<file path="src/rtl/exc_pkg.sv">
// Package: shared constants and types of the exception entry sequencer.
// Assumes the status-word layout M[4:0], T=bit5, F=bit6, I=bit7.
package exc_pkg;
    localparam int unsigned XLEN   = 32;
    localparam int unsigned MODE_W = 5;
    localparam int unsigned BIT_T  = 5;
    localparam int unsigned BIT_F  = 6;
    localparam int unsigned BIT_I  = 7;

    localparam logic [MODE_W-1:0] MODE_FIQ = 5'b10001;
    localparam logic [MODE_W-1:0] MODE_IRQ = 5'b10010;
    localparam logic [MODE_W-1:0] MODE_SVC = 5'b10011;

    localparam logic [XLEN-1:0] VEC_RESET = 32'h0000_0000;
    localparam logic [XLEN-1:0] VEC_IRQ   = 32'h0000_0018;
    localparam logic [XLEN-1:0] VEC_FIQ   = 32'h0000_001C;

    typedef enum logic [1:0] {
        ST_HOLD = 2'd0,
        ST_IDLE = 2'd1,
        ST_SAVE = 2'd2,
        ST_VECT = 2'd3
    } seq_state_e;

    typedef enum logic [1:0] {
        KIND_RESET = 2'd0,
        KIND_FIQ   = 2'd1,
        KIND_IRQ   = 2'd2
    } exc_kind_e;
endpackage

</file>
<file path="src/rtl/exc_sync.sv">
// Module: multi-stage flop synchroniser for a bundle of asynchronous lines.
// Assumes each line is a level that stays asserted until serviced.
module exc_sync #(
    parameter int unsigned WIDTH  = 2,
    parameter int unsigned STAGES = 2
) (
    input  logic             clk,
    input  logic             rst_n,
    input  logic [WIDTH-1:0] async_in,
    output logic [WIDTH-1:0] sync_out
);
    logic [WIDTH-1:0] chain [STAGES];

    // Stage 0 samples the raw lines.
    always_ff @(posedge clk) begin
        if (!rst_n) chain[0] <= '0;
        else        chain[0] <= async_in;
    end

    // Remaining stages shift the sample along.
    for (genvar s = 1; s < STAGES; s++) begin : g_stage
        always_ff @(posedge clk) begin
            if (!rst_n) chain[s] <= '0;
            else        chain[s] <= chain[s-1];
        end
    end

    assign sync_out = chain[STAGES-1];
endmodule

</file>
<file path="src/rtl/exc_arb.sv">
// Module: masks and prioritises synchronised interrupt requests.
// Assumes the masks are the live status-word I and F bits; FIQ wins ties.
module exc_arb (
    input  logic fiq_sync,
    input  logic irq_sync,
    input  logic f_mask,
    input  logic i_mask,
    input  logic boundary,
    output logic take,
    output logic take_fiq
);
    logic fiq_ok;
    logic irq_ok;

    // Qualify each request with its mask, then pick by fixed priority.
    always_comb begin
        fiq_ok   = fiq_sync && !f_mask;
        irq_ok   = irq_sync && !i_mask;
        take     = boundary && (fiq_ok || irq_ok);
        take_fiq = fiq_ok;
    end
endmodule

</file>
<file path="src/rtl/exc_entry_seq.sv">
// Module: exception entry sequencer (top). Runs the two-cycle entry for
// reset release, FIQ and IRQ: bank writes first, then status write and
// fetch redirect. Assumes the pipeline applies the writes at the clock edge.
module exc_entry_seq
    import exc_pkg::*;
#(
    parameter int unsigned SYNC_STAGES = 2
) (
    input  logic            clk,
    input  logic            rst_n,
    input  logic            fiq_req,
    input  logic            irq_req,
    input  logic            insn_done,
    input  logic [XLEN-1:0] cur_pc,
    input  logic [XLEN-1:0] cur_cpsr,
    output logic            abandon,
    output logic            lr_we,
    output logic [XLEN-1:0] lr_data,
    output logic            spsr_we,
    output logic [XLEN-1:0] spsr_data,
    output logic [MODE_W-1:0] bank_mode,
    output logic            cpsr_we,
    output logic [XLEN-1:0] cpsr_data,
    output logic            redirect,
    output logic [XLEN-1:0] redirect_addr
);
    localparam int unsigned NREQ = 2;

    logic [NREQ-1:0] req_sync;
    logic            take;
    logic            take_fiq;
    seq_state_e      state_q;
    exc_kind_e       kind_q;
    logic [XLEN-1:0] pc_q;
    logic [XLEN-1:0] psr_q;
    logic [MODE_W-1:0] tgt_mode;
    logic [XLEN-1:0]   tgt_vec;

    exc_sync #(.WIDTH(NREQ), .STAGES(SYNC_STAGES)) u_sync (
        .clk      (clk),
        .rst_n    (rst_n),
        .async_in ({fiq_req, irq_req}),
        .sync_out (req_sync)
    );

    exc_arb u_arb (
        .fiq_sync (req_sync[1]),
        .irq_sync (req_sync[0]),
        .f_mask   (cur_cpsr[BIT_F]),
        .i_mask   (cur_cpsr[BIT_I]),
        .boundary (insn_done && state_q == ST_IDLE),
        .take     (take),
        .take_fiq (take_fiq)
    );

    // Sequencer state, entry kind and captured PC/status word.
    always_ff @(posedge clk) begin
        if (!rst_n) begin
            state_q <= ST_HOLD;
            kind_q  <= KIND_RESET;
            pc_q    <= '0;
            psr_q   <= '0;
        end else begin
            unique case (state_q)
                ST_HOLD: begin
                    state_q <= ST_SAVE;
                    kind_q  <= KIND_RESET;
                    pc_q    <= cur_pc;
                    psr_q   <= cur_cpsr;
                end
                ST_IDLE: begin
                    if (take) begin
                        state_q <= ST_SAVE;
                        kind_q  <= take_fiq ? KIND_FIQ : KIND_IRQ;
                        pc_q    <= cur_pc;
                        psr_q   <= cur_cpsr;
                    end
                end
                ST_SAVE: state_q <= ST_VECT;
                ST_VECT: state_q <= ST_IDLE;
                default: state_q <= ST_IDLE;
            endcase
        end
    end

    // Target mode and vector for the entry in progress.
    always_comb begin
        unique case (kind_q)
            KIND_FIQ: begin tgt_mode = MODE_FIQ; tgt_vec = VEC_FIQ;   end
            KIND_IRQ: begin tgt_mode = MODE_IRQ; tgt_vec = VEC_IRQ;   end
            default:  begin tgt_mode = MODE_SVC; tgt_vec = VEC_RESET; end
        endcase
    end

    // Output strobes and data from the current state.
    always_comb begin
        abandon       = !rst_n;
        lr_we         = rst_n && state_q == ST_SAVE;
        spsr_we       = lr_we;
        lr_data       = pc_q;
        spsr_data     = psr_q;
        bank_mode     = tgt_mode;
        cpsr_we       = rst_n && state_q == ST_VECT;
        redirect      = cpsr_we;
        redirect_addr = tgt_vec;
        cpsr_data              = psr_q;
        cpsr_data[MODE_W-1:0]  = tgt_mode;
        cpsr_data[BIT_T]       = 1'b0;
        cpsr_data[BIT_I]       = 1'b1;
        if (kind_q != KIND_IRQ) cpsr_data[BIT_F] = 1'b1;
    end

    AST_WRITE_THEN_VECT: assert property (@(posedge clk) disable iff (!rst_n)
        lr_we |=> (redirect && cpsr_we && !lr_we));
    AST_VECT_AFTER_WRITE: assert property (@(posedge clk) disable iff (!rst_n)
        redirect |-> $past(lr_we));
    AST_ENTRY_MASKS: assert property (@(posedge clk) disable iff (!rst_n)
        cpsr_we |-> (cpsr_data[BIT_I] && !cpsr_data[BIT_T]));
    AST_FIQ_VECTOR: assert property (@(posedge clk) disable iff (!rst_n)
        (redirect && cpsr_data[MODE_W-1:0] == MODE_FIQ) |-> (redirect_addr == VEC_FIQ && cpsr_data[BIT_F]));
    AST_IRQ_KEEPS_F: assert property (@(posedge clk) disable iff (!rst_n)
        (redirect && redirect_addr == VEC_IRQ) |-> (cpsr_data[BIT_F] == $past(spsr_data[BIT_F])));
endmodule

</file>
<file path="config.mk">
export PLATFORM = sky130hd
export DESIGN_NAME = exc_entry_seq
export DESIGN_NICKNAME = d
export VERILOG_FILES = /design/src/rtl/exc_pkg.sv /design/src/rtl/exc_sync.sv /design/src/rtl/exc_arb.sv /design/src/rtl/exc_entry_seq.sv
export SDC_FILE = /design/constraint.sdc
export NUM_CORES = 1
export LEC_CHECK = 0
export BUFFER_PORTS_ARGS = -buffer_cell sky130_fd_sc_hd__buf_2
export CORE_MARGIN = 3
export CORE_UTILIZATION = 48
export CTS_BUF_LIST = sky130_fd_sc_hd__clkbuf_2 sky130_fd_sc_hd__clkbuf_4 sky130_fd_sc_hd__clkbuf_8
export DETAILED_ROUTE_END_ITERATION = 8
export MAX_ROUTING_LAYER = met4
export PLACE_DENSITY = 0.88
export SYNTH_ARGS = -nofsm -noshare
export SYNTH_HDL_FRONTEND = slang
export SYNTH_SLANG_ARGS = --single-unit
</file>
<file path="constraint.sdc">
create_clock -name clk -period 4.8 [get_ports clk]
set_clock_uncertainty 0.15 [all_clocks]
set_input_delay 0.96 -clock clk [delete_from_list [all_inputs] [get_ports clk]]
set_output_delay 0.96 -clock clk [all_outputs]
set_load 0.01 [all_outputs]
</file>
**Word level (Yosys, flattened, before mapping)**

Memory sizes are Yosys's and may differ from the RTL's.
Index checks and enable logic that the tools add are counted.

- Bits in registers: 68
- Bits in writable memories: 4
- Output and inout port bits: 138
- Input port bits: 69
- Memories: 1
- Logic and storage cells: 43

- Reduce and logical (&&, ||, !) cells: 13
- Mux-type cells: 16
- Equal/unequal tests: 7
- Bitwise gates (word level): 2

Memory list:

| memory | depth | bits a word | read ports | clocked after Yosys merged registers in | wr ports | RTL line | RTL |
|---|---|---|---|---|---|---|---|
| u_sync.chain | 2 | 2 | 2 | 0 | 2 | exc_sync.sv:12 | `logic [WIDTH-1:0] chain [STAGES];` |

Operators by type and width:

| operator | count |
|---|---|
| $pmux 32 s2 | 2 |
| $mux 32 | 2 |
| $mux 2 | 5 |
| $pmux 5 s2 | 1 |
| $pmux 2 s2 | 2 |
| $pmux 2 s4 | 1 |
| $eq 2x2->1 const B | 3 |
| $logic_and 1x1->1 | 6 |
| $eq 2x1->1 const B | 2 |
| $ne 2x2->1 const B | 2 |
| $logic_not 1->1 | 3 |
| $mux 1 | 3 |
| $logic_not 2->1 | 1 |
| $or 1x1->1 | 2 |
| $reduce_and 2->1 | 1 |
| $reduce_bool 2->1 | 1 |
| $logic_or 1x1->1 | 1 |

**Longest topological paths before layout**

- Depth in word-level cells: 6
- Gate-level depth with buffers: 6
- Mapped depth without buffers: 4

**Modules after synthesis**

Synthesis repeated with hierarchy kept, for this count alone.

- Cells, all modules: 385
- Area total of the unflattened synthesis: 3,402.0 sq um

By module, submodules not included:

| module | seq. area each (sq um) | times used | cells an instance | area each (sq um) |
|---|---|---|---|---|
| exc_entry_seq | 1,361.3 | 1 | 374 | 3,269.4 |
| exc_sync | 80.1 | 1 | 8 | 105.1 |
| exc_arb | 0.0 | 1 | 3 | 27.5 |

**Worst setup path after synthesis**

OpenSTA, ideal clock, no wires.

- Path type: input -> output
- From: input rst_n
- To: output spsr_we
- Arrival: 1,978 ps
- Slack: 1,712 ps
- Cell stages on the path: 6
- Data required time: 3,690 ps
- Path buffers: 4
- Cell sequence: buf_2 > buf_2 > clkbuf_1 > nand2_1 > nor2_1 > buf_4

- Cells in the longest elaborated chain, start to end: 1

Ends and longest elaborated chain:

| element | RTL line | RTL |
|---|---|---|
| start: declaration | exc_entry_seq.sv:10 | `input logic rst_n,` |
| $logic_and 1x1->1 | exc_entry_seq.sv:98 | `lr_we = rst_n && state_q == ST_SAVE;` |
| end: declaration | exc_entry_seq.sv:19 | `output logic spsr_we,` |

Every way passes these cells.

**Worst setup path after layout**

Same ends and word-level chain as after synthesis.

==> results.md <==
- IR analysis of the VDD net gives a maximum drop of 207.7 µV.
- The total die area is 8150 µm².
- The placed cell count is 602.
- The capturing element type of the critical path is an output port.
- After synthesis, the cell types taking the most area are sky130_fd_sc_hd__dfxtp_1 (42%), sky130_fd_sc_hd__mux2i_1 (19%), sky130_fd_sc_hd__buf_4 (15%), sky130_fd_sc_hd__nand2_1 (14%), sky130_fd_sc_hd__buf_6 (2.0%).
- Per report_power, the combinational group accounts for 19.6% of the total.
- At the end of routability-driven placement, the weighted congestion stood at 0.7421.
- The critical path startpoint category is a primary input.
- In this run the mean area of a mapped cell was 8.833 µm².
- Before antenna repair, the detailed router went through 4 iterations.
- In this run the cell area measured after placement is 3910 µm².
- The worst-margin pin slew is 1.199 ns.
- The hold-critical path depth is 1.
- Global routing used 16.61% of the available met1 tracks.
- The CTS root buffer is sky130_fd_sc_hd__clkbuf_8.
- The switching power is 0.3868 mW.
- For this run, the post-layout net count is 589.
- The path class of the tightest hold or removal check is reg -> reg.
- Setup violations remaining at the end of the flow were counted as 0.
- The first global-routing pass estimated 11.58 mm of wire.
- sky130_fd_sc_hd__dfxtp_1 takes more of the synthesized area than any other cell.
- Once the floorplan was initialized, standard cells occupied 49.91% of the core.
- The clock latency at the later pin of the worst-skew pair is 0.32 ns.
- The final instance count without filler cells is 618.
- The flow ran to the end, and the final reports show no timing, DRC or antenna violations.
- The detailed-route vias per instance is 4.385.
- The number of setup buffers added after CTS is 0.
- The cell row count is 30.
- Setup repair after global routing left no endpoint under its margin.
- The clock sink total is 72.
- The sequential group share of total power is 48.4%.
- The final number of max-transition violations was 0.
- The die is 90.28 µm wide.
- Of the synthesized area, sequential elements account for 42.28%.
- Cells fill 60.05% of the core in the end.
- Cell internal power was estimated by the tool at 1.012 mW.
- Of the cells placed in the final design, the portion with a size suffix greater than 1 is 36.40%.
- The final hold slack is 0.2778 ns.
- In the synthesized netlist the async set-or-reset flop fraction comes to 0%.
- No sink is reached through more buffers than the 2 on the longest clock path.
- The post-cts resize count is 0.
- The share of total power consumed by net switching is 27.66%.
- The distinct cell type count after synthesis is 21.
- The detailed router finished its first iteration with 90 violations.
- Subtracting the final worst setup slack from the clock period gives 2.780 ns.
- At the placement stage, the worst setup path has a slack of 1.746 ns.
- The tool flagged a number of max-cap violations equal to 0.
- The critical path's slowest cell is sky130_fd_sc_hd__buf_4.
- The maximum fanout encountered on the critical timing path is 30.
- The H-tree depth is 3.
- The overall via count from detail_route is 2710.
- The number of hold violations in the final report is 0.
- The busiest layer in global routing is met2.
- In the final routed layout, each cell accounts on average for 11.56 µm.
- The cell area that synthesis handed to floorplanning was 3410 µm².
- Headroom to the max-slew limit came out at 20.04%.
- The clock network is responsible for 32.0% of the overall power.
- The worst path uses 57.91% of the clock period.
- The slack of the critical path is 2.020 ns.
- Synthesis handed over a netlist of 386 instances.
- The initial antenna violation count is 0.
- The path depth of the worst reg2reg path is 5.
- The residual overflow from global routing is 0.
- The global-route usage over all layers is 17.48%.
- Setup total negative slack on the finished layout was measured at 0 ns.
- The area of all placed cells without fillers is 4103 µm².
- The via count of the first global-routing pass is 2615.
- Buffers placed on the I/O ports in this run total 169.
- The critical path class is in -> out.
- The number of remaining DRC errors is 0.
- Derived from the worst setup path, the maximum achievable clock frequency is 359.8 MHz.
- The power density of the placed cells is 340.9 nW/µm².
- The signal on the critical path passes through buf_4, nand2_1, nor2_1, buf_2.
- The core area is 6832 µm².
- The maximum number of pins on one net before global-route repair is 108.
- Clock-pin slew was measured on the worst setup and hold paths at 0.07 ns.
- The area share of the largest cell type after synthesis is 42.28%.
- The total wire length after detailed routing is 7.143 mm.
- Power comes to 1.398 mW.
- Once detail routing completed, the nets flagged for antenna violations numbered 0.
- The I/O pin total is 207.
- The data arrival time of the worst path is 1.67 ns.
- The TritonCTS clock tree is built.
- The global-route met2 utilization is 32.55%.
- Counting flops and latches in the post-synthesis netlist gives 72.
- Leaving out fill and tap cells, the most frequent cells in the layout are sky130_fd_sc_hd__buf_2 (168), sky130_fd_sc_hd__nand2_1 (131), sky130_fd_sc_hd__dfxtp_1 (72).
- The number of buffers created by CTS is 9.
- During synthesis, Yosys emitted a total of 0 warnings.
- The area added between synthesis and finish is 20.33%.
- The library cell used most frequently in the layout, excluding fill and tap cells, is sky130_fd_sc_hd__buf_2.
- For this run, the leading register cell type out of synthesis is sky130_fd_sc_hd__dfxtp_1.
- Global routing consumed, on the met3 layer, 5.250% of the routing resources.
- The largest stage delay on the critical path is 0.26 ns.
- Yosys mapped a number of flops with a built-in enable equal to 0.
- The leakage component of the power is 2.285 nW.
- The final antenna diode count is 0.
- In this run the vertical extent of the chip is 90.28 µm.
- The critical path required time is 3.69 ns.
- The cts-stage hold buffer count is 0.
- The HPWL after detailed placement is 5.415 mm.
sequential cells by signal, summed over array words and instances (netlist names):
register	flops
u_sync.chain	4
lr_data	32
state_q	2
spsr_data	32
kind_q	2
worst paths after layout:
| kind | from | endpoint | slack (ns) |
|---|---|---|---|
| worst min-delay path | u_sync.chain[0][1] | u_sync.chain[1][1] | 0.28 |
| worst min register to register | u_sync.chain[0][1] | u_sync.chain[1][1] | 0.28 |
| worst max register to register | state_q[1] | lr_data[14] | 2.46 |
| worst max-delay path | rst_n | spsr_we | 2.02 |
layout make-up:
class / count / area, µm²
clock buffers: 14 / 180.2
well taps: 96 / 120.1
inverters: 6 / 22.52
clock inverters: 2 / 12.51
repair buffers: 172 / 870.8
multi-input cells: 256 / 1455
fillers: 643 / 2729
flip-flops and latches: 72 / 1441
cells in the mapped netlist, drive strengths merged, types with 2 or more instances:
cell type,count
a21oi,3
and2,4
buf,74
clkbuf,13
conb,2
dfxtp,72
ha,3
inv,6
mux2i,64
nand2,131
nand2b,3
nand3b,2
nor2,4
nor3,2
power by group through the flow:
stage                     registers (mW)  logic, mW  clock network (mW)
final                              0.677      0.274               0.447
after global routing               0.684      0.300               0.492
after CTS                          0.677      0.277               0.463
after detailed placement           0.691      0.277                   0
after global placement             0.688      0.270                   0
after floorplan                    0.712      0.196                   0
layer usage:
metal / share of wire (%) / up-vias
met2: 51 / 112
met1: 39 / 1213
met5: 0 / -
li1: - / 1371
met4: 1.9 / 0
met3: 7.8 / 14
worst max-delay path, delay by kind of cell:
kind / cells / cell delay, ns
buf+inv: 2 / 0.43
simple gates: 2 / 0.27
logic make-up after synthesis:
kind of cell / share of synthesized area (%)
adder cells (fa/ha/maj): 1.101
AO/OA/AOI/OAI: 0.9910
multiplexers: 18.79
flip-flops: 42.28
AND/OR/NAND/NOR: 17.72
other: 0.2203
buffers and inverters: 18.90
(Power assumes the default switching activity.)
